--- config.mk ---
export PLATFORM = sky130hd
export DESIGN_NAME = irqc_top
export DESIGN_NICKNAME = d
export VERILOG_FILES = /design/src/rtl/irqc_pkg.sv /design/src/rtl/irqc_decode.sv /design/src/rtl/irqc_bank.sv /design/src/rtl/irqc_top.sv
export SDC_FILE = /design/constraint.sdc
export NUM_CORES = 1
export LEC_CHECK = 0
export BUFFER_PORTS_ARGS = -buffer_cell sky130_fd_sc_hd__buf_4
export CORE_UTILIZATION = 51
export DETAILED_ROUTE_END_ITERATION = 10
export PLACE_DENSITY = 0.79
export SLEW_MARGIN = 20
export SYNTH_ARGS = -nofsm -noshare
export SYNTH_HDL_FRONTEND = slang
export SYNTH_SLANG_ARGS = --single-unit
export TNS_END_PERCENT = 20
--- constraint.sdc ---
create_clock -name clk -period 2.3 [get_ports clk]
set_input_delay 0 -clock clk [delete_from_list [all_inputs] [get_ports clk]]
set_output_delay 0 -clock clk [all_outputs]
set_load 0.05 [all_outputs]
--- src/rtl/irqc_pkg.sv ---
// Package: shared sizes and register offsets of the banked interrupt controller.
// Assumes byte addresses on a 32-bit word bus; clear registers sit a fixed
// distance above their set registers.
package irqc_pkg;
    localparam int ADDR_W      = 8;
    localparam int DATA_W      = 32;
    localparam int N_PERIPH    = 2;
    localparam int N_BANKS     = N_PERIPH + 1;     // peripheral banks, then basic
    localparam int BASIC_IDX   = N_PERIPH;
    localparam logic [ADDR_W-1:0] OFS_SUMMARY  = 8'h00;
    localparam logic [ADDR_W-1:0] OFS_PEND0    = 8'h04;  // + 4*bank
    localparam logic [ADDR_W-1:0] OFS_EN_SET0  = 8'h10;  // + 4*bank
    localparam logic [ADDR_W-1:0] CLR_DELTA    = 8'h0C;

    function automatic logic [ADDR_W-1:0] pend_addr(input int bank);
        return OFS_PEND0 + ADDR_W'(4 * bank);
    endfunction

    function automatic logic [ADDR_W-1:0] set_addr(input int bank);
        return OFS_EN_SET0 + ADDR_W'(4 * bank);
    endfunction

    function automatic logic [ADDR_W-1:0] clr_addr(input int bank);
        return OFS_EN_SET0 + ADDR_W'(4 * bank) + CLR_DELTA;
    endfunction
endpackage

--- src/rtl/irqc_decode.sv ---
// Module: irqc_decode
// Turns a bus address and write strobe into per-bank set/clear write strobes
// and per-bank hit flags for reading the mask back.
// Assumes one access per cycle, so at most one strobe is active at a time.
module irqc_decode
    import irqc_pkg::*;
(
    input  logic [ADDR_W-1:0]  addr_i,
    input  logic               wr_i,
    output logic [N_BANKS-1:0] set_stb_o,
    output logic [N_BANKS-1:0] clr_stb_o,
    output logic [N_BANKS-1:0] mask_hit_o
);
    for (genvar b = 0; b < N_BANKS; b++) begin : g_bank
        logic set_hit, clr_hit;
        // Match this bank's set and clear addresses.
        always_comb begin
            set_hit = (addr_i == set_addr(b));
            clr_hit = (addr_i == clr_addr(b));
        end
        assign set_stb_o[b]  = wr_i & set_hit;
        assign clr_stb_o[b]  = wr_i & clr_hit;
        assign mask_hit_o[b] = set_hit | clr_hit;
    end
endmodule

--- src/rtl/irqc_bank.sv ---
// Module: irqc_bank
// One bank: holds the enable mask, updates it from write-one set/clear
// strobes, and produces the level-following masked view and an "any" flag.
// Assumes set and clear strobes never fire in the same cycle.
module irqc_bank #(
    parameter int W = 32
) (
    input  logic         clk,
    input  logic         rst_n,
    input  logic         set_stb_i,
    input  logic         clr_stb_i,
    input  logic [W-1:0] wdata_i,
    input  logic [W-1:0] src_i,
    output logic [W-1:0] mask_o,
    output logic [W-1:0] pend_o,
    output logic         any_o
);
    logic [W-1:0] mask_q;

    // Mask register: reset to all-disabled, OR in set bits, AND out clear bits.
    always_ff @(posedge clk) begin
        if (!rst_n)         mask_q <= '0;
        else if (set_stb_i) mask_q <= mask_q | wdata_i;
        else if (clr_stb_i) mask_q <= mask_q & ~wdata_i;
    end

    // Masked view follows the source level with no latching.
    always_comb begin
        pend_o = src_i & mask_q;
        any_o  = |pend_o;
    end

    assign mask_o = mask_q;
endmodule

--- src/rtl/irqc_top.sv ---
// Module: irqc_top
// Banked interrupt mask controller: two wide peripheral banks plus a narrow
// basic bank, write-one set/clear enables, a summary word with per-bank
// flags, and a single masked IRQ. Reads are combinational from the address.
// Assumes level-sensitive sources already synchronised to clk.
module irqc_top
    import irqc_pkg::*;
#(
    parameter int PERIPH_W = 32,
    parameter int BASIC_W  = 8
) (
    input  logic                         clk,
    input  logic                         rst_n,
    input  logic [N_PERIPH*PERIPH_W-1:0] src_periph_i,
    input  logic [BASIC_W-1:0]           src_basic_i,
    input  logic [ADDR_W-1:0]            bus_addr_i,
    input  logic                         bus_wr_i,
    input  logic [DATA_W-1:0]            bus_wdata_i,
    output logic [DATA_W-1:0]            bus_rdata_o,
    output logic                         irq_o
);
    localparam int FLAG_LSB = BASIC_W;   // first peripheral flag in summary

    logic [N_BANKS-1:0] set_stb, clr_stb, mask_hit;
    logic [N_PERIPH-1:0][PERIPH_W-1:0] mask_p, pend_p;
    logic [N_PERIPH-1:0] any_p;
    logic [BASIC_W-1:0]  mask_b, pend_b;
    logic                any_b;

    irqc_decode u_decode (
        .addr_i    (bus_addr_i),
        .wr_i      (bus_wr_i),
        .set_stb_o (set_stb),
        .clr_stb_o (clr_stb),
        .mask_hit_o(mask_hit)
    );

    for (genvar p = 0; p < N_PERIPH; p++) begin : g_periph
        irqc_bank #(.W(PERIPH_W)) u_bank (
            .clk      (clk),
            .rst_n    (rst_n),
            .set_stb_i(set_stb[p]),
            .clr_stb_i(clr_stb[p]),
            .wdata_i  (bus_wdata_i[PERIPH_W-1:0]),
            .src_i    (src_periph_i[p*PERIPH_W +: PERIPH_W]),
            .mask_o   (mask_p[p]),
            .pend_o   (pend_p[p]),
            .any_o    (any_p[p])
        );
    end

    irqc_bank #(.W(BASIC_W)) u_basic (
        .clk      (clk),
        .rst_n    (rst_n),
        .set_stb_i(set_stb[BASIC_IDX]),
        .clr_stb_i(clr_stb[BASIC_IDX]),
        .wdata_i  (bus_wdata_i[BASIC_W-1:0]),
        .src_i    (src_basic_i),
        .mask_o   (mask_b),
        .pend_o   (pend_b),
        .any_o    (any_b)
    );

    // Read mux: summary, per-bank masked views, or a bank's mask.
    always_comb begin
        bus_rdata_o = '0;
        if (bus_addr_i == OFS_SUMMARY) begin
            bus_rdata_o[BASIC_W-1:0] = pend_b;
            for (int p = 0; p < N_PERIPH; p++) bus_rdata_o[FLAG_LSB + p] = any_p[p];
        end
        for (int p = 0; p < N_PERIPH; p++) begin
            if (bus_addr_i == pend_addr(p)) bus_rdata_o[PERIPH_W-1:0] = pend_p[p];
            if (mask_hit[p])                bus_rdata_o[PERIPH_W-1:0] = mask_p[p];
        end
        if (mask_hit[BASIC_IDX]) bus_rdata_o[BASIC_W-1:0] = mask_b;
    end

    // Single request line: any enabled active source in any bank.
    always_comb irq_o = any_b | (|any_p);
endmodule

==> results of run 1 <==
path summary, 6_finish.rpt:
check                                    from             end  slack (ns)  depth (start not counted)
worst max-delay path                 register  bus_rdata_o[9]        0.17                          6
worst min-delay path            bus_addr_i[0]        register        0.01                          4
worst max register to register       register        register        1.60                          1
worst min register to register       register        register        0.49                          2
layer usage:
layer	vias up	wire, um	global-route usage, %
met1	2400	6250	46.5
met4	0	535	16.0
met5	-	0	0
li1	2346	-	-
met2	372	7520	60.5
met3	78	1650	7.22
cells in the final DEF (no fill, tap or decap), drive strengths merged:
cell and instances:
buf 161, nand2 130, dfxtp 72, a21oi 54
inv 45, a32o 40, a22oi 32, mux2i 32
dlygate4sd3 32, o22ai 21, nand4 11, nand3 11
clkbuf 11, nor2 10, o21ai 8, a32oi 8
a221o 8, nor4 3, clkinv 3, a21o 2
nor4b 2, a211o 2, bufinv 2, nor3b 2
a211oi 2, nor3 2, nand2b 1, or4 1
xor2 1, nor2b 1, or3b 1, nand3b 1
and3 1, o32ai 1, nor4bb 1, a31oi 1
and2 1
cell families (layout without fill, tap and decap cells):
family / after synthesis / after routing / synth area share, %
AO/OA/AOI/OAI: 179 / 179 / 31.0
XOR/XNOR: 1 / 1 / 0.208
AND/OR/NAND/NOR: 179 / 179 / 18.8
buffers and inverters: 84 / 254 / 8.22
multiplexers: 32 / 32 / 7.60
flip-flops: 72 / 72 / 34.2
critical path, stage by stage (launching register included):
cell and delay, ns:
dfxtp_1 0.34, a22oi_1 0.29, nand4_1 0.19, nor4_1 0.40
nor2_1 0.13, a211o_1 0.26, buf_4 0.19
power groups by stage:
| stage | Sequential [mW] | Combinational [mW] | Clock, mW |
|---|---|---|---|
| finish | 1.25 | 0.348 | 1.16 |
| global placement | 1.28 | 0.291 | 0 |
| CTS | 1.25 | 0.339 | 1.16 |
| global route | 1.25 | 0.365 | 1.21 |
| floorplan | 1.28 | 0.0684 | 0 |
| detailed placement | 1.28 | 0.295 | 0 |
metrics by stage:
step / instances / power, mW / setup slack [ns] / utilization, %
6_report: 819 / 2.76 / 0.167 / 76.6
5_1_grt: 819 / 2.83 / 0.0954 / 76.6
4_1_cts: 819 / 2.74 / 0.203 / 76.6
3_5_place_dp: 771 / 1.57 / 0.232 / 69.6
3_3_place_gp: 771 / 1.57 / 0.264 / 69.6
2_1_floorplan: 547 / 1.34 / -0.00158 / -
what timing repair did:
item,CTS,global route
hold buffers,32,0
endpoints found under the setup margin,0,0
setup buffers,0,0
hold endpoints to repair,72,0
final cells by class:
type,instances,area [um^2],share of cell area [%]
clock buffer,11,151,2.52
clock inverter,5,78.8,1.31
inverter,45,169,2.81
multi-input combinational,391,2460,41.0
sequential,72,1440,24.0
tap,102,128,2.12
timing repair buffer,193,1580,26.3
==> flow_summary.toml, run 1 <==
[finish]
area_growth_pct = 42.5
fillers = 611
nets = 827
drive_gt1_share_pct = 25.8
n_antenna_cell = 0
final_cell_area_um2 = 6010

[cts]
clock-root-buffer = "clkbuf_8"
cts_resized = 0
htreeDepth = 3
worstSkewPairLatency_ns = 0.34
cts_sinks = 72
cts_buffers = 9
clockBufferDepth = 2
clkTransAtPathRegs_ns = 0.08
cts_tree = "built"

[timing]
max_slew_margin_pct = 58.3
worst_slew_pin_slew_ns = 0.623
whs_ns = 0.0144
clock_skew_ns = 0
drv_slew = 0
fin_setup_tns_ns = 0
period_needed_ns = 2.13
rsz0062_at_grt = "false"
timing.final.crit_share_pct = 92.8
setup_viol = 0
hold_violations = 0
fmax_mhz = 469

[die]
die_w_um = 92.9
fp.dieH_um = 92.9
fp-row-count = 32
initial_core_util_pct = 53.7
fp.dieArea_um2 = 8640
core_um2 = 7850
ios = 148

[synth]
syn-num-nets = 662
synth_area_um2 = 4220
synth_common_cells = "nand2_1 (130), dfxtp_1 (72), a21oi_1 (54)"
synth_top_area_share_pct = 34.2
synth_most_common_cell = "nand2_1"
syn_area_per_cell_um2 = 7.71
ys_ff_latch = 72
synth_area_leaders = "dfxtp_1 (34%), nand2_1 (12%), a32o_1 (9.5%), mux2i_1 (7.6%), a21oi_1 (6.4%)"
ys_async_sr_fraction_pct = 0
ys_seq_area_share_pct = 34.2
synthCells = 547
synth_ff_type = "dfxtp_1"
synthDistinctLibCells = 41
yosysTopAreaCell = "dfxtp_1"
yosysWarnings = 0
synth_edf_count = 0

[placed_design]
port_buffers = 147
place.gp.congestion = 0.992
place_hpwl_mm = 11.2
postPlaceCellArea_um2 = 5460

[routing]
wl_mm = 15.9
drtIter0Drc = 644
first_pass_iters = 6
ant_nets = 0
drc_errors = 0
vias = 5196
vias_per_cell = 6.34
wl_per_cell_um = 19.5

[power_and_ir_drop]
power.leakage_nw = 2.39
internal_power_mw = 2.10
powerDensity_nw_per_um2 = 459
seqPwrFrac_pct = 45.2
combPwrFrac_pct = 12.6
switching_share_pct = 23.9
pwr-share-clk_pct = 42.1
irDropWorstVdd_uv = 356
p_sw_mw = 0.659

[global_route]
antenna_found_initial = 0
grt_max_degree = 46
first_global_vias = 5014
gr-total-overflow = 0
grtUsageTotal_pct = 36.8
grt_pass1_wl_mm = 24.6

[flow_run]
drv_cap = 0

[worst_setup_path]
cp_max_fo = 3
critPathArrivalTime_ns = 2.13
crit_path_end_kind = "output pin"
path_class = "reg -> out"
cp.required_ns = 2.30
cp-start-kind = "register"

[worst_hold_path]
hp-class = "in -> reg"

[run_status]
outcome = "finished, final reports clean"
(Power assumes the default switching activity.)
==> run 2: changes to the inputs <==
--- a/config.mk
+++ b/config.mk
@@ -8,6 +8,7 @@
 export BUFFER_PORTS_ARGS = -buffer_cell sky130_fd_sc_hd__buf_4
 export CORE_UTILIZATION = 51
 export DETAILED_ROUTE_END_ITERATION = 10
+export HOLD_SLACK_MARGIN = 0.12
 export PLACE_DENSITY = 0.79
 export SLEW_MARGIN = 20
 export SYNTH_ARGS = -nofsm -noshare
==> run 2 against run 1 <==
Against the previous run: total power up 0.27%; critical path depth did not move; die area did not move; clock-buffer cell count did not move; clock skew unchanged; worst setup slack worse by 0.015 ns; utilization up 0.77 points; sequential power about the same; combinational power up 2%.
==> flow_summary.toml, run 2 (synthesized netlist as in run 1, its figures left out) <==
[die]
fp.dieArea_um2 = 8640
core_um2 = 7850
fp.dieH_um = 92.9
die_w_um = 92.9
fp-row-count = 32
ios = 148
initial_core_util_pct = 53.7

[timing]
worst_slew_pin_slew_ns = 0.643
max_slew_margin_pct = 57.0
period_needed_ns = 2.15
clock_skew_ns = 0
hold_violations = 0
whs_ns = 0.306
timing.final.crit_share_pct = 93.4
drv_slew = 0
fmax_mhz = 466
setup_viol = 0
rsz0062_at_grt = "false"
timing.final.ws_setup_ns = 0.152

[global_route]
grtUsageTotal_pct = 37.0
first_global_vias = 5059
grt_max_degree = 46
antenna_found_initial = 0
grt_pass1_wl_mm = 24.6
gr-total-overflow = 0

[placed_design]
pre_cts_ws_ns = 0.232
place.gp.congestion = 0.992
port_buffers = 147
dp_cells = 771
place_hpwl_mm = 11.2

[power_and_ir_drop]
power.leakage_nw = 2.43
irDropWorstVdd_uv = 357
powerDensity_nw_per_um2 = 456
power_mw = 2.77

[run_status]
outcome = "finished, final reports clean"

[worst_setup_path]
cp-start-kind = "register"
critPathArrivalTime_ns = 2.15
crit_path_end_kind = "output pin"
cp.required_ns = 2.30
cp_max_fo = 3
reg2reg_slack_ns = 1.10
path_class = "reg -> out"

[routing]
first_pass_iters = 6
drtIter0Drc = 545
vias_per_cell = 6.32
ant_nets = 0
wl_per_cell_um = 19.5
wl_mm = 16.1
drc_errors = 0
vias = 5215

[finish]
drive_gt1_share_pct = 25.6
nets = 833
mostFrequentLayoutCells = "buf_4 (157), nand2_1 (130), dfxtp_1 (72), a21oi_1 (54), inv_1 (45)"
fillers = 606
instances_no_fill = 825
utilization_pct = 77.3
n_antenna_cell = 0
area_growth_pct = 43.9
final_common_cell = "buf_4"

[cts]
cts_buffers = 9
worstSkewPairLatency_ns = 0.34
clkTransAtPathRegs_ns = 0.08
htreeDepth = 3
cts_sinks = 72
cts_tree = "built"
clockBufferDepth = 2
cts_resized = 0
clock-root-buffer = "clkbuf_8"

[flow_run]
drv_cap = 0

[worst_hold_path]
hp-class = "in -> reg"
==> run 2: changes by cell type in the layout (fill, tap and decap cells not counted) <==
cell           previous run  this run
dlygate4sd3_1            32        38
==> run 2: final timing paths <==
| path | startpoint | end | cells after the start |
|---|---|---|---|
| hold / removal | bus_addr_i[2] | register | 4 |
| setup / recovery | register | bus_rdata_o[9] | 6 |
| hold reg to reg | register | register | 2 |
| setup reg to reg | register | register | 2 |
==> run 2: final cells by class <==
| cell class | count | area [um^2] | share of cell area [%] |
|---|---|---|---|
| clock inverters | 5 | 78.8 | 1.30 |
| flip-flops and latches | 72 | 1440 | 23.7 |
| repair buffers | 199 | 1640 | 27.0 |
| well taps | 102 | 128 | 2.10 |
| clock buffers | 11 | 151 | 2.49 |
| inverters | 45 | 169 | 2.78 |
| multi-input cells | 391 | 2460 | 40.6 |
==> run 2: what timing repair did <==
| item | 4_1_cts | 5_1_grt |
|---|---|---|
| setup endpoints to repair | 0 | 0 |
| buffers inserted | 0 | 0 |
| hold buffers | 38 | 0 |
| endpoints found under the hold margin | 72 | 0 |
==> run 2: stage by stage <==
stage / area [um^2] / TNS [ns]
final: 6070 / 0
after global routing: 6070 / 0
after CTS: 6070 / 0
after detailed placement: 5460 / 0
after global placement: 5460 / 0
after floorplan: 4230 / -0.0142
==> run 2: metal layers <==
| layer | GRT usage (%) | share of wire, % |
|---|---|---|
| met3 | 7.14 | 10 |
| met5 | 0 | 0 |
| met4 | 16.4 | 3.6 |
| met1 | 47.0 | 39 |
| met2 | 60.5 | 47 |
==> run 2: worst max-delay path, cell delays in order (launching register included) <==
cell	delay, ns
dfxtp_1	0.33
a22oi_1	0.29
nand4_1	0.19
nor4_1	0.42
nor2_1	0.13
a211o_1	0.26
buf_4	0.19
==> run 2: where the power goes <==
part           total (mW)  switching (mW)  internal, mW
Clock                1.16           0.494         0.669
Combinational       0.355           0.167         0.189
Sequential           1.25         0.00101          1.25
